### src/rtl/pws_pkg.sv
package pws_pkg;

    typedef enum logic [1:0] {
        ST_IDLE,
        ST_MASK,
        ST_STREAM,
        ST_FINAL
    } pws_state_e;

    // Three-quarter index into a window of the given length, minus one if nonzero.
    function automatic logic [15:0] tq_offset(input logic [15:0] len);
        logic [17:0] p;
        p = ({2'b00, len} * 18'd3) >> 2;
        if (p != 18'd0)
            p = p - 18'd1;
        return p[15:0];
    endfunction

endpackage

### src/rtl/pws_run_tracker.sv
module pws_run_tracker #(
    parameter int NPH = 16,
    parameter int PW  = 4,
    parameter int CW  = 5
) (
    input  logic          clk,
    input  logic          rst,
    input  logic          clr,
    input  logic          ent_v,
    input  logic [PW-1:0] ent_p,
    output logic [CW-1:0] cnt,
    output logic [PW-1:0] prev,
    output logic          multi,
    output logic [PW-1:0] cur_start,
    output logic [CW-1:0] cur_len,
    output logic [PW-1:0] r0_start,
    output logic [CW-1:0] r0_len,
    output logic [PW-1:0] mid_start,
    output logic [CW-1:0] mid_len
);
    logic have;

    always_ff @(posedge clk) begin
        if (rst || clr) begin
            cnt       <= '0;
            prev      <= '0;
            have      <= 1'b0;
            multi     <= 1'b0;
            cur_start <= '0;
            cur_len   <= '0;
            r0_start  <= '0;
            r0_len    <= '0;
            mid_start <= '0;
            mid_len   <= '0;
        end else if (ent_v) begin
            if (cnt <= CW'(NPH))
                cnt <= cnt + CW'(1);
            if (cnt < CW'(NPH)) begin
                prev <= ent_p;
                if (!have) begin
                    have      <= 1'b1;
                    cur_start <= ent_p;
                    cur_len   <= CW'(1);
                end else if ({1'b0, ent_p} == ({1'b0, prev} + (PW+1)'(1))) begin
                    cur_len <= cur_len + CW'(1);
                end else begin
                    // close the current run
                    if (!multi) begin
                        r0_start <= cur_start;
                        r0_len   <= cur_len;
                    end else if (cur_len > mid_len) begin
                        mid_start <= cur_start;
                        mid_len   <= cur_len;
                    end
                    multi     <= 1'b1;
                    cur_start <= ent_p;
                    cur_len   <= CW'(1);
                end
            end
        end
    end

endmodule

### src/rtl/pws_window_pick.sv
module pws_window_pick
    import pws_pkg::*;
#(
    parameter int NPH = 16,
    parameter int PW  = 4,
    parameter int CW  = 5
) (
    input  logic [CW-1:0] cnt,
    input  logic [PW-1:0] prev,
    input  logic          multi,
    input  logic [PW-1:0] cur_start,
    input  logic [CW-1:0] cur_len,
    input  logic [PW-1:0] r0_start,
    input  logic [CW-1:0] r0_len,
    input  logic [PW-1:0] mid_start,
    input  logic [CW-1:0] mid_len,
    output logic [PW-1:0] sel_phase,
    output logic          sel_err
);
    localparam int LW = CW + 1;

    logic          merged;
    logic [LW-1:0] eff_len;
    logic [LW-1:0] b_len;
    logic [PW-1:0] b_start;
    logic [15:0]   off;

    always_comb begin
        merged  = multi && (r0_start == '0) && (prev == PW'(NPH - 1));
        eff_len = {1'b0, cur_len} + (merged ? {1'b0, r0_len} : LW'(0));
        if (!multi) begin
            b_start = cur_start;
            b_len   = {1'b0, cur_len};
        end else begin
            // scan order: first run, middle runs, final run
            b_start = merged ? '0 : r0_start;
            b_len   = merged ? '0 : {1'b0, r0_len};
            if ({1'b0, mid_len} > b_len) begin
                b_start = mid_start;
                b_len   = {1'b0, mid_len};
            end
            if (eff_len > b_len) begin
                b_start = cur_start;
                b_len   = eff_len;
            end
        end
        off       = tq_offset(16'(b_len));
        sel_phase = b_start + off[PW-1:0];
        sel_err   = (cnt == '0) || (cnt > CW'(NPH))
                  || (merged && (eff_len >= LW'(NPH)));
    end

endmodule

### src/rtl/phase_window_sel.sv
module phase_window_sel
    import pws_pkg::*;
#(
    parameter int NUM_PHASES = 16,
    localparam int PW = $clog2(NUM_PHASES)
) (
    input  logic                  clk,
    input  logic                  rst,
    input  logic                  start,
    input  logic                  use_mask,
    input  logic [NUM_PHASES-1:0] pass_mask,
    input  logic                  item_valid,
    input  logic [PW-1:0]         item_phase,
    input  logic                  item_last,
    output logic                  busy,
    output logic                  done,
    output logic                  err,
    output logic [PW-1:0]         phase
);
    localparam int CW = PW + 1;

    pws_state_e            state;
    logic [NUM_PHASES-1:0] mask_q;
    logic [PW-1:0]         idx;
    logic                  ent_v;
    logic [PW-1:0]         ent_p;
    logic                  clr;

    logic [CW-1:0] t_cnt, t_cur_len, t_r0_len, t_mid_len;
    logic [PW-1:0] t_prev, t_cur_start, t_r0_start, t_mid_start;
    logic          t_multi;
    logic [PW-1:0] sel_phase;
    logic          sel_err;

    always_comb begin
        ent_v = 1'b0;
        ent_p = '0;
        case (state)
            ST_MASK: begin
                ent_v = mask_q[idx];
                ent_p = idx;
            end
            ST_STREAM: begin
                ent_v = item_valid;
                ent_p = item_phase;
            end
            default: ;
        endcase
    end

    assign clr  = (state == ST_IDLE) && start;
    assign busy = (state != ST_IDLE);

    pws_run_tracker #(.NPH(NUM_PHASES), .PW(PW), .CW(CW)) u_track (
        .clk       (clk),
        .rst       (rst),
        .clr       (clr),
        .ent_v     (ent_v),
        .ent_p     (ent_p),
        .cnt       (t_cnt),
        .prev      (t_prev),
        .multi     (t_multi),
        .cur_start (t_cur_start),
        .cur_len   (t_cur_len),
        .r0_start  (t_r0_start),
        .r0_len    (t_r0_len),
        .mid_start (t_mid_start),
        .mid_len   (t_mid_len)
    );

    pws_window_pick #(.NPH(NUM_PHASES), .PW(PW), .CW(CW)) u_pick (
        .cnt       (t_cnt),
        .prev      (t_prev),
        .multi     (t_multi),
        .cur_start (t_cur_start),
        .cur_len   (t_cur_len),
        .r0_start  (t_r0_start),
        .r0_len    (t_r0_len),
        .mid_start (t_mid_start),
        .mid_len   (t_mid_len),
        .sel_phase (sel_phase),
        .sel_err   (sel_err)
    );

    always_ff @(posedge clk) begin
        if (rst) begin
            state  <= ST_IDLE;
            mask_q <= '0;
            idx    <= '0;
            done   <= 1'b0;
            err    <= 1'b0;
            phase  <= '0;
        end else begin
            done <= 1'b0;
            err  <= 1'b0;
            case (state)
                ST_IDLE: begin
                    if (start) begin
                        mask_q <= pass_mask;
                        idx    <= '0;
                        state  <= use_mask ? ST_MASK : ST_STREAM;
                    end
                end
                ST_MASK: begin
                    idx <= idx + PW'(1);
                    if (idx == PW'(NUM_PHASES - 1))
                        state <= ST_FINAL;
                end
                ST_STREAM: begin
                    if (item_last)
                        state <= ST_FINAL;
                end
                default: begin
                    done  <= 1'b1;
                    err   <= sel_err;
                    phase <= sel_err ? '0 : sel_phase;
                    state <= ST_IDLE;
                end
            endcase
        end
    end

endmodule

### config.mk
export PLATFORM = sky130hd
export DESIGN_NAME = phase_window_sel
export DESIGN_NICKNAME = d
export VERILOG_FILES = /design/src/rtl/pws_pkg.sv /design/src/rtl/pws_run_tracker.sv /design/src/rtl/pws_window_pick.sv /design/src/rtl/phase_window_sel.sv
export SDC_FILE = /design/constraint.sdc
export NUM_CORES = 1
export LEC_CHECK = 0
export BUFFER_PORTS_ARGS = -buffer_cell sky130_fd_sc_hd__buf_2
export CAP_MARGIN = 0
export CORE_AREA = 2 2 115 117
export CTS_CLUSTER_SIZE = 28
export DETAILED_ROUTE_END_ITERATION = 16
export DIE_AREA = 0 0 117 119
export GPL_ROUTABILITY_DRIVEN = 0
export GPL_TIMING_DRIVEN = 0
export SYNTH_ARGS = -nofsm -noshare
export SYNTH_HDL_FRONTEND = slang
export SYNTH_SLANG_ARGS = --single-unit
export TNS_END_PERCENT = 50
### constraint.sdc
create_clock -name clk -period 6.1 [get_ports clk]
set_input_delay 0.61 -clock clk [delete_from_list [all_inputs] [get_ports clk]]
set_output_delay 0.61 -clock clk [all_outputs]
set_load 0.005 [all_outputs]
==> run metrics <==
Fin Hold WS ~460 ps; total number of vias roughly 3700; Root Buffer Master clkbuf_16; layout cells sized above 1 21.7%; Peak VDD IR ~140 uV; nets 640; Core Area 12900 um^2; fmax approximately 160 MHz; DRT Pass-1 Iters 4; CP Max Fanout 7; die height between 100 and 150 um; area added between synthesis and finish 24.2%; die width between 100 and 150 um; Antenna Nets Post-Route 0; Starting Density between 30% and 40%; register clock-pin slew on the reported worst setup and hold paths approximately 60 ps; status finished with violations; DIE AREA between 10000 and 15000 um^2; CP max stage delay 380 ps; syn nets a little under 600; worst setup margin -317 ps; worst rel slew slack 62.4%; synth cell count leaders dfxtp_1, nand2_1, nor2_1, ha_1, a21oi_1; ANT cells 0; Overflow after GRT 0; Synth Instances 509; largest area contributor in the netlist dfxtp_1; H-tree depth 3; placed instance area roughly 4800 um^2; R2R depth 31; DR top layer met4; fin crit share 105%; row cnt 42; synthesized area between 4000 and 5000 um^2; initial antenna violation count 0; Synth Register Bits 66; min Tclk post-route ~6400 ps; Most used DFF post-synth dfxtp_1; Detail Placement HPWL 7.78 mm; first-pass GRT wire length 17.4 mm; met3 wire length 310 um; Worst Skew 8.01 ps; Inserted Clock Buffers 9; # DRC 0; Yosys top cell area share a little under a third; CP Data Arrival Time roughly 6600 ps; max_cap viols 0; utilization after layout between 40% and 50%; Slowest cell on crit path fa_2; Cell variety after synth 68; CTS sink cnt 66; final instance area roughly 5400 um^2; fraction of registers with async set/reset 0%; kind of critical path flop to flop; largest net degree at the start of global routing 13; fillcell total approximately 1300; Tot GR Track Use 15.5%; post-route setup TNS -552 ps; Final setup viols 3; crit path capture type flop; CTS Hold Bufs 0; DRT iter0 DRCs ~130; pins over their slew limit 0; Slew @ Worst Pin 564 ps; CP Launch Type flop; RSZ-0062 raised after global routing true; failing checks negative setup slack; Hold Path Depth 2; worst skew pair latency around 320 ps; Ports 33; register area between 1000 and 1500 um^2; Mean Syn Cell Area about 8.5 um^2; met1 wire length around 4.8 mm; maximum root-to-sink buffer count 2; post-synthesis sequential area ratio just over 30%; CTS tree done; IO Port Bufs 32; Synth area leaders dfxtp_1, ha_1, mux2i_1; Final Hold Fails 0; post-route insts no fill 751; worst endpoint required time 6310 ps; Lkg Pwr around 2.3 nW; met2 wire length 5.06 mm; area occupied by multi-input gates approximately 3000 um^2; YS warnings 0; HP Class flop to flop; most common cell in the synthesized netlist dfxtp_1; drt total wl between 10 and 15 mm; most frequent cell on the critical path o211ai_1; number of global-route vias before repair 3802; Cells after DPL around 700; EDFF count, synth 0; pwr dens between 200 and 300 nW/um^2; wire per inst 13.7 um; number of vias per cell ~5
[cells by family after synthesis]
kind of cell	Yosys count	share of synthesized area, %
flops	66	30.4
fa+ha+maj	44	13.2
mux	45	11.7
xor+xnor	22	5.03
buf+inv	53	5.15
compound gates	93	14.0
simple gates	186	20.5
[where the power goes]
group	switching (mW)	internal, mW	leakage, nW	total, mW
Sequential	0.0198	0.461	0.537	0.481
Combinational	0.199	0.114	1.56	0.314
Clock	0.198	0.382	0.162	0.581
Total	0.417	0.958	2.26	1.38
[metrics by stage]
stage | power (mW) | setup slack (ps)
after detailed placement | 0.801 | -807
final | 1.38 | -317
after global routing | 1.45 | -653
after CTS | 1.39 | -263
after global placement | 0.793 | -745
after floorplan | 0.713 | -74.4
[sequential cells by signal, summed over array words and instances, names as in the netlist, 2 cells and up]
signal and flops:
mask_q 16, u_track.cnt 5, u_track.cur_len 5, u_track.mid_len 5
u_track.r0_len 5, idx 4, phase 4, u_track.cur_start 4
u_track.mid_start 4, u_track.prev 4, u_track.r0_start 4, state 2
[path summary, 6_finish.rpt]
| path | from | end | slack [ps] |
|---|---|---|---|
| max | u_track.r0_start[1] | phase[3] | -320 |
| max reg2reg | u_track.r0_start[1] | phase[3] | -320 |
| min reg2reg | mask_q[8] | mask_q[8] | 460 |
| min | mask_q[8] | mask_q[8] | 460 |
[layout by cell type, fill, tap and decap left out, types with 5 or more instances in the layout]
master	synthesis	layout
and2_1	7	7
a21oi_2	1	5
o21ai_0	11	11
clkbuf_16	0	9
xnor2_1	8	7
xor2_1	12	11
inv_1	30	28
nor3_1	6	6
mux2i_1	36	35
a21oi_1	39	35
ha_1	41	34
clkbuf_1	16	15
nand2b_1	7	7
dfxtp_1	66	62
nor2_1	57	57
buf_2	2	34
nand4_1	6	6
nand3_1	14	14
o211ai_1	5	5
buf_4	2	20
nand2_1	57	53
[layer usage]
| metal | up-vias | GRT usage (%) |
|---|---|---|
| li1 | 1900 | - |
| met1 | 1748 | 19.3 |
| met3 | 13 | 2.70 |
| met2 | 68 | 26.3 |
| met4 | 0 | 6.10 |
| met5 | - | 0 |
[worst max-delay path, delay by kind of cell (launching register included)]
kind	cells	cell delay, ps
buffers and inverters	4	470
adder cells (fa/ha/maj)	4	1190
flip-flops	1	360
XOR/XNOR	1	200
AND/OR/NAND/NOR	7	1440
multiplexers	3	830
AO/OA/AOI/OAI	12	1800
[what timing repair did]
action,in CTS,in global routing
buffers inserted,13,5
pin swaps,20,16
endpoints found under the setup margin,3,3
gates cloned,0,0
resized for setup,17,13
[final cells by class]
cell class                      instances  share of cell area [%]
Buffer                                 22                    2.18
Clock buffer                           11                    4.68
Clock inverter                          5                    1.58
Inverter                               31                    2.15
Multi-Input combinational cell        390                    55.3
Sequential cell                        66                    24.6
Tap cell                              176                    4.08
Timing Repair Buffer                   50                    5.47
Power figures use the tool's default switching activity.
